File: src/rtl/slice_cla_alu_pkg.sv
`timescale 1ns/1ps
package slice_cla_alu_pkg;

  typedef enum logic [2:0] {
    OP_ADD  = 3'd0,
    OP_XOR  = 3'd1,
    OP_INC  = 3'd2,
    OP_PASS = 3'd3,
    OP_RSV4 = 3'd4,
    OP_XNOR = 3'd5,
    OP_RSUB = 3'd6,
    OP_RSV7 = 3'd7
  } aluOp_t;

  // strobes shared by every slice and by the carry network
  typedef struct packed {
    logic invA;       // complement operand A inside the slice
    logic zeroB;      // gate operand B to zero
    logic carryIn;    // carry injected at bit 0
    logic useLogic;   // select the XOR path instead of the sum
    logic invLogic;   // complement the XOR path
    logic zeroOut;    // reserved code: force result to zero
    logic keepCarry;  // arithmetic op: report the final carry
  } aluStrobes_t;

endpackage

File: src/rtl/alu_ctrl.sv
`timescale 1ns/1ps
module alu_ctrl
  import slice_cla_alu_pkg::*;
(
  input  logic [2:0]  opSel,
  output aluStrobes_t strobes
);

  aluOp_t opCode;
  assign opCode = aluOp_t'(opSel);

  always_comb begin
    strobes = '0;
    case (opCode)
      OP_ADD: begin
        strobes.keepCarry = 1'b1;
      end
      OP_RSUB: begin
        strobes.invA      = 1'b1;
        strobes.carryIn   = 1'b1;
        strobes.keepCarry = 1'b1;
      end
      OP_INC: begin
        strobes.zeroB     = 1'b1;
        strobes.carryIn   = 1'b1;
        strobes.keepCarry = 1'b1;
      end
      OP_PASS: begin
        strobes.zeroB     = 1'b1;
      end
      OP_XOR: begin
        strobes.useLogic  = 1'b1;
      end
      OP_XNOR: begin
        strobes.useLogic  = 1'b1;
        strobes.invLogic  = 1'b1;
      end
      default: begin
        strobes.zeroOut   = 1'b1;
      end
    endcase
  end

endmodule

File: src/rtl/alu_slice.sv
`timescale 1ns/1ps
module alu_slice (
  input  logic aBit,
  input  logic bBit,
  input  logic carryIn,
  input  logic invA,
  input  logic zeroB,
  input  logic useLogic,
  input  logic invLogic,
  input  logic zeroOut,
  output logic gen,
  output logic prop,
  output logic res
);

  logic aEff;
  logic bEff;
  logic sumBit;
  logic logicBit;

  assign aEff     = aBit ^ invA;
  assign bEff     = bBit & ~zeroB;
  assign gen      = aEff & bEff;
  assign prop     = aEff ^ bEff;
  assign sumBit   = prop ^ carryIn;
  assign logicBit = prop ^ invLogic;

  always_comb begin
    if (zeroOut)       res = 1'b0;
    else if (useLogic) res = logicBit;
    else               res = sumBit;
  end

endmodule

File: src/rtl/alu_lookahead.sv
`timescale 1ns/1ps
// Flat sum-of-products lookahead over N generate/propagate pairs.
module alu_lookahead #(
  parameter int N = 4
) (
  input  logic [N-1:0] gen,
  input  logic [N-1:0] prop,
  input  logic         cin,
  output logic [N-1:0] carry,   // carry into each position
  output logic         grpGen,
  output logic         grpProp
);

  always_comb begin
    logic acc;
    logic term;
    carry = '0;
    for (int i = 0; i < N; i++) begin
      acc = cin;
      for (int k = 0; k < i; k++) acc = acc & prop[k];
      for (int j = 0; j < i; j++) begin
        term = gen[j];
        for (int k = j + 1; k < i; k++) term = term & prop[k];
        acc = acc | term;
      end
      carry[i] = acc;
    end
  end

  always_comb begin
    logic term;
    grpGen  = 1'b0;
    grpProp = &prop;
    for (int j = 0; j < N; j++) begin
      term = gen[j];
      for (int k = j + 1; k < N; k++) term = term & prop[k];
      grpGen = grpGen | term;
    end
  end

endmodule

File: src/rtl/alu_datapath.sv
`timescale 1ns/1ps
module alu_datapath
  import slice_cla_alu_pkg::*;
#(
  parameter int WIDTH = 16,
  parameter int GROUP = 4
) (
  input  logic [WIDTH-1:0] opA,
  input  logic [WIDTH-1:0] opB,
  input  aluStrobes_t      strobes,
  output logic [WIDTH-1:0] result,
  output logic             carryOut
);

  localparam int NGRP = WIDTH / GROUP;

  logic [WIDTH-1:0] bitGen;
  logic [WIDTH-1:0] bitProp;
  logic [WIDTH-1:0] bitCarry;
  logic [NGRP-1:0]  grpGen;
  logic [NGRP-1:0]  grpProp;
  logic [NGRP-1:0]  grpCarry;
  logic             topGen;
  logic             topProp;

  for (genvar gi = 0; gi < NGRP; gi++) begin : g_grp
    for (genvar bi = 0; bi < GROUP; bi++) begin : g_bit
      localparam int IDX = gi * GROUP + bi;
      alu_slice u_slice (
        .aBit     (opA[IDX]),
        .bBit     (opB[IDX]),
        .carryIn  (bitCarry[IDX]),
        .invA     (strobes.invA),
        .zeroB    (strobes.zeroB),
        .useLogic (strobes.useLogic),
        .invLogic (strobes.invLogic),
        .zeroOut  (strobes.zeroOut),
        .gen      (bitGen[IDX]),
        .prop     (bitProp[IDX]),
        .res      (result[IDX])
      );
    end

    alu_lookahead #(.N(GROUP)) u_grpLa (
      .gen     (bitGen[gi*GROUP +: GROUP]),
      .prop    (bitProp[gi*GROUP +: GROUP]),
      .cin     (grpCarry[gi]),
      .carry   (bitCarry[gi*GROUP +: GROUP]),
      .grpGen  (grpGen[gi]),
      .grpProp (grpProp[gi])
    );
  end

  alu_lookahead #(.N(NGRP)) u_topLa (
    .gen     (grpGen),
    .prop    (grpProp),
    .cin     (strobes.carryIn),
    .carry   (grpCarry),
    .grpGen  (topGen),
    .grpProp (topProp)
  );

  assign carryOut = strobes.keepCarry & (topGen | (topProp & strobes.carryIn));

endmodule

File: src/rtl/slice_cla_alu.sv
`timescale 1ns/1ps
module slice_cla_alu
  import slice_cla_alu_pkg::*;
#(
  parameter int WIDTH = 16,
  parameter int GROUP = 4
) (
  input  logic [WIDTH-1:0] opA,
  input  logic [WIDTH-1:0] opB,
  input  logic [2:0]       opSel,
  output logic [WIDTH-1:0] result,
  output logic             carryOut
);

  aluStrobes_t strobes;

  alu_ctrl u_ctrl (
    .opSel   (opSel),
    .strobes (strobes)
  );

  alu_datapath #(.WIDTH(WIDTH), .GROUP(GROUP)) u_dp (
    .opA      (opA),
    .opB      (opB),
    .strobes  (strobes),
    .result   (result),
    .carryOut (carryOut)
  );

endmodule

File: config.mk
export PLATFORM = sky130hd
export DESIGN_NAME = slice_cla_alu
export DESIGN_NICKNAME = d
export VERILOG_FILES = /design/src/rtl/slice_cla_alu_pkg.sv /design/src/rtl/alu_ctrl.sv /design/src/rtl/alu_slice.sv /design/src/rtl/alu_lookahead.sv /design/src/rtl/alu_datapath.sv /design/src/rtl/slice_cla_alu.sv
export SDC_FILE = /design/constraint.sdc
export NUM_CORES = 1
export LEC_CHECK = 0
export BUFFER_PORTS_ARGS = -buffer_cell sky130_fd_sc_hd__buf_2
export CAP_MARGIN = 30
export CORE_ASPECT_RATIO = 0.7
export CORE_MARGIN = 2
export CORE_UTILIZATION = 40
export DETAILED_ROUTE_END_ITERATION = 8
export PLACE_DENSITY = 0.66
export SLEW_MARGIN = 15
export SYNTH_ARGS = -nofsm -noshare
export SYNTH_HDL_FRONTEND = slang
export SYNTH_SLANG_ARGS = --single-unit
File: constraint.sdc
create_clock -name vclk -period 13.5
set_clock_uncertainty 0.2 [all_clocks]
set_input_delay 2.7 -clock vclk [all_inputs]
set_output_delay 2.7 -clock vclk [all_outputs]
set_load 0.03 [all_outputs]
==> Word-level counts from Yosys, hierarchy flattened <==
Index checks and enable logic that the tools add are counted.
{ "op_classes": {"n_eq_ne": 5, "muxes": 38, "bitwise": 190, "reduce_logical": 11} }
{ "op_table": {"columns": ["operator", "n"], "rows": [
  ["1-bit bitwise AND", 79],
  ["1-bit bitwise XOR", 64],
  ["1-bit bitwise OR", 46],
  ["1-bit two-way mux", 38],
  ["16-bit AND reduction", 1],
  ["4-bit AND reduction", 4],
  ["3-bit by 2-bit equality test with 1-bit output (second input constant)", 2],
  ["3-bit equality test (second input constant)", 2],
  ["2-bit OR reduction", 3],
  ["6-bit OR reduction", 1],
  ["3-bit by 1-bit equality test with 1-bit output (second input constant)", 1],
  ["3-bit zero test", 1],
  ["3-bit OR reduction", 1],
  ["1-bit NOT", 1]
]} }
{ "totals": {"reg_bits": 0, "inputBits": 35, "out_inout_bits": 17, "word_cells": 244} }

==> Depth between registers and ports, before layout <==
{ "logic_depth": {"ltp_word": 26, "mapped_depth": 12, "mapped_depth_nobuf": 10} }

==> By module <==
From an unflattened synthesis, not the netlist that was laid out.
{ "unflattened": {"cells_unflattened": 187, "hier_area_um2": 1350.0} }
{ "by_module_without_submodules": {"columns": ["module", "n_inst", "cells_each", "area_per_inst_um2", "seq_area_each_um2"], "rows": [
  ["alu_slice", 16, 7, 58.8, 0.0],
  ["alu_lookahead", 5, 13, 67.6, 0.0],
  ["alu_ctrl", 1, 8, 60.1, 0.0],
  ["alu_datapath", 1, 2, 11.3, 0.0]
]} }

==> Least setup slack after synthesis <==
Ideal clock, no wire load.
{ "synth_timing": {"kind": "input to output", "startpoint": "in opSel[2]", "endpoint": "out result[12]", "arrival_ns": 5.646, "t_required_ns": 10.600, "setup_slack_ns": 4.954, "path_stages": 12, "path_buffers": 3, "path_cell_list": "clkbuf_1 > nand2_1 > clkbuf_1 > xnor2_1 > ha_1 > or3_1 > o22a_4 > a21oi_4 > o21ai_2 > a2111o_1 > and3_1 > buf_4"} }
{ "synth_via": {"elab_chain_cells": 20, "elab_cells_between_ends": 110, "cone_classes": "eq/ne: 5; mux: 7; bitwise: 90; reduce/logical: 8"} }
{ "synth_lines": {"columns": ["item", "line_no", "text"], "rows": [
  ["start: declaration", "slice_cla_alu.sv:10", "input logic [2:0] opSel,"],
  ["3-bit by 2-bit equality test with 1-bit output", "alu_ctrl.sv:14", "case (opCode)"],
  ["2-bit OR reduction (no source line)", null, null],
  ["1-bit two-way mux", "alu_ctrl.sv:14", null],
  ["1-bit NOT", "alu_slice.sv:22", "assign bEff = bBit & ~zeroB;"],
  ["1-bit bitwise AND", "alu_slice.sv:22", null],
  ["1-bit bitwise AND or 1-bit bitwise XOR (tied branches)", "alu_slice.sv:23, alu_slice.sv:24", null],
  ["1-bit bitwise AND (3 in series)", "alu_lookahead.sv:36", "for (int k = j + 1; k < N; k++) term = term & prop[k];"],
  ["1-bit bitwise OR (3 in series)", "alu_lookahead.sv:37", "grpGen = grpGen | term;"],
  ["1-bit bitwise AND (2 in series)", "alu_lookahead.sv:23", "for (int k = j + 1; k < i; k++) term = term & prop[k];"],
  ["1-bit bitwise OR (3 in series)", "alu_lookahead.sv:24", "acc = acc | term;"],
  ["1-bit bitwise XOR", "alu_slice.sv:25", "assign sumBit = prop ^ carryIn;"],
  ["1-bit two-way mux", "alu_slice.sv:30", "else if (useLogic) res = logicBit;"],
  ["1-bit two-way mux *", "alu_slice.sv:29", "if (zeroOut) res = 1'b0;"],
  ["end: declaration", "slice_cla_alu.sv:11", "output logic [WIDTH-1:0] result,"]
]} }
Mark *: on every way between the ends. The rest lies on a longest branch, timed or not.

==> Final worst setup path <==
{ "layout_timing": {"startpoint": "in opSel[1]", "endpoint": "out result[11]"} }
{ "layout_via": {"elab_chain_cells": 24, "elab_cells_between_ends": 101, "cone_classes": "eq/ne: 5; mux: 7; bitwise: 82; reduce/logical: 7"} }
{ "layout_lines": {"columns": ["item", "line_no", "text"], "rows": [
  ["3-bit by 2-bit equality test with 1-bit output", "alu_ctrl.sv:14", null],
  ["2-bit OR reduction (no source line)", null, null],
  ["1-bit two-way mux", "alu_ctrl.sv:14", null],
  ["1-bit NOT", "alu_slice.sv:22", null],
  ["1-bit bitwise AND", "alu_slice.sv:22", null],
  ["1-bit bitwise AND or 1-bit bitwise XOR (tied branches)", "alu_slice.sv:23, alu_slice.sv:24", null],
  ["1-bit bitwise AND (3 in series)", "alu_lookahead.sv:36", null],
  ["1-bit bitwise OR (3 in series)", "alu_lookahead.sv:37", null],
  ["1-bit bitwise AND", "alu_lookahead.sv:23", null],
  ["1-bit bitwise OR (2 in series)", "alu_lookahead.sv:24", null],
  ["1-bit bitwise AND (3 in series)", "alu_lookahead.sv:20", "for (int k = 0; k < i; k++) acc = acc & prop[k];"],
  ["1-bit bitwise OR (3 in series)", "alu_lookahead.sv:24", null],
  ["1-bit bitwise XOR", "alu_slice.sv:25", null],
  ["1-bit two-way mux", "alu_slice.sv:30", null],
  ["1-bit two-way mux *", "alu_slice.sv:29", null]
]} }
Marked as above.

==> flow_summary.ini <==
[outcome]
status = finished clean

[setup_path]
startpoint = opSel[1]
slowest_delay_ns = 0.58
cp-end-kind = output pin
cp_data_arrival_time_ns = 6.06
crit_chain = buf_2, nor2b_1, nand2_1, xnor2_1, ha_1, a21oi_1, o21ai_0, a21oi_1, o21a_1, o21a_1, o311ai_0, buf_2
cp.required_ns = 10.60
crit_family = compound AO/OA/AOI/OAI gates
crit_cells = 12
worstSetupStartpointType = primary input
worst-path-buf-inv = 2
path_max_fanout = 16
endpoint = result[11]
setup.worst_path.class = primary input to output pin
slowest_stage = nand2_1

[power_and_ir_drop]
swShare_pct = 62.2
pwr-share-seq_pct = 0
peakVddDrop_mv = 0.0266
p_per_area_nw_per_um2 = 70.1
p_leak_nw = 0.738
switching_power_mw = 0.0721
intPower_mw = 0.0438
combPwrFrac_pct = 100.0
clock_power_share_pct = 0

[final_layout]
nFillCells = 379
fin_area_um2 = 1650
clock_buffers = 0
fin_cells = 290
layout-drive-gt1-share_pct = 24.2
seq_area_um2 = 0
area_growth_pct = 11.1
seq_cells = 0
antenna_cells = 0
nets = 293

[placed_design]
dp_hpwl_um = 3000
placed_area_um2 = 1650
dp_worst_setup_slack_ns = 4.52
dp.cells = 290
gp_congestion = 0.795
portBuffers = 52

[routing]
routed_wl_um = 3750
vias = 1602
drt_iter0_drc = 117
drcViolationCount = 0
first_pass_iters = 4
drt.antenna.violating_nets = 0
vias_per_cell = 5.52
routedWlPerCell_um = 12.9

[floorplanning]
die-area_um2 = 4230
num_io_pins = 52
dieWidth_um = 76.9
die_y_um = 55.0
num_rows = 18
core_area_um2 = 3540
start_util_pct = 42.1

[global_routing]
gr-total-overflow = 0
grt_use_total_pct = 17.5
grt_pass1_vias = 1312
antenna_found_initial = 0
grt_max_degree = 22
grt_pass1_wl_um = 6150

[sta]
slew_viol_final = 0
slew-limit-headroom_pct = 43.1
fmax_mhz = 112
finalCriticalPeriod_ns = 8.96
hold_viol_final = 0
setup-tns-final_ns = 0
rsz0062_at_grt = false
fin_ws_ns = 4.54
worst_slew_pin_slew_ns = 0.851
post-route-period-util_pct = 66.4
setup_viol = 0

[hold_path]
hold_class = primary input to output pin

[flow_run]
maxCapViolations = 0

[yosys]
yosysWarnings = 0
synth.distinct_cells = 51
syn_inst = 214
syn_area_per_cell_um2 = 6.95
synth_fp_nets = 265
syn_area_um2 = 1490
yosysSeqAreaShare_pct = 0

[cts]
cts_setup_buffers = 0
post_cts_resized = 0
ctsHoldBuffers = 0
## cells by family after synthesis
kind of cell	after synthesis	synth area share (%)
AOI/OAI and AO/OA	59	30.5
xor gates and xnor gates	25	14.7
adders and majority gates	16	13.5
buffers and inverters	29	11.4
muxes	1	0.673
and+or+nand+nor	84	29.3
## synthesized netlist by cell type, drive strengths merged, types with 2 or more instances
master / instances / area share, %
nand2: 25 / 6.3
and2: 18 / 7.6
xnor2: 18 / 11
buf: 17 / 8.3
ha: 16 / 13
a21oi: 13 / 5.1
o21ai: 10 / 3.6
clkbuf: 9 / 2.3
nand3: 9 / 3.0
nor2: 8 / 2.0
xor2: 7 / 4.1
o21a: 5 / 2.5
o311ai: 5 / 2.9
and3: 4 / 1.7
nor2b: 4 / 1.7
nor3: 4 / 1.3
a21o: 3 / 2.0
inv: 3 / 0.76
nand2b: 3 / 1.3
o211ai: 3 / 1.5
a31oi: 2 / 1.9
a32oi: 2 / 1.2
nand4: 2 / 0.84
nor3b: 2 / 1.0
o2111ai: 2 / 1.2
## layer usage
layer	global-route usage, %	vias to the layer above	routed length (um)
li1	-	824	-
met5	0	-	0
met2	29.5	63	1570
met1	26.6	715	1890
met4	0	0	0
met3	0.325	0	298
## placed cells by master (no fill, tap or decap), drive strengths merged, types with 2 or more instances in the layout
cell / count
nand3: 9
xnor2: 18
o211ai: 3
nand4: 2
o2111ai: 2
ha: 16
o21a: 5
a21oi: 13
nor2: 8
nand2: 25
o21ai: 10
a32oi: 2
inv: 3
and3: 4
xor2: 7
a21o: 3
o311ai: 5
and2: 18
buf: 52
nor3: 4
nor3b: 2
nand2b: 3
a31oi: 2
nor2b: 4
## power by group through the flow
stage          combinational, mW  clock (mW)  sequential, mW
6_report                   0.116           0               0
5_1_grt                    0.127           0               0
4_1_cts                    0.116           0               0
3_5_place_dp               0.115           0               0
3_3_place_gp               0.115           0               0
2_1_floorplan              0.102           0               0
## worst min path at each step
stage               slack [ns]  cells past startpoint  startpoint        to
floorplan                 5.40                      3    opSel[0]  carryOut
CTS                       5.70                      5    opSel[0]  carryOut
detailed placement        5.70                      5    opSel[0]  carryOut
finish                    5.69                      5    opSel[0]  carryOut
global route              5.75                      5    opSel[0]  carryOut
global placement          5.71                      5    opSel[0]  carryOut
## per-stage QoR
stage	total power, mW	utilization, %	hold slack (ns)
2_1_floorplan	0.102	-	5.40
6_report	0.116	46.7	5.69
3_3_place_gp	0.115	46.7	5.71
3_5_place_dp	0.115	46.7	5.70
4_1_cts	0.116	46.7	5.70
5_1_grt	0.127	46.7	5.75
## area by class of cell
class,instances,area [um2],share of cell area (%)
multi-input combinational,185,1320,79.8
timing repair buffer,52,260,15.7
tap,50,62.6,3.79
inverter,3,11.3,0.681
Note: power is estimated with default switching activity, not from simulation.
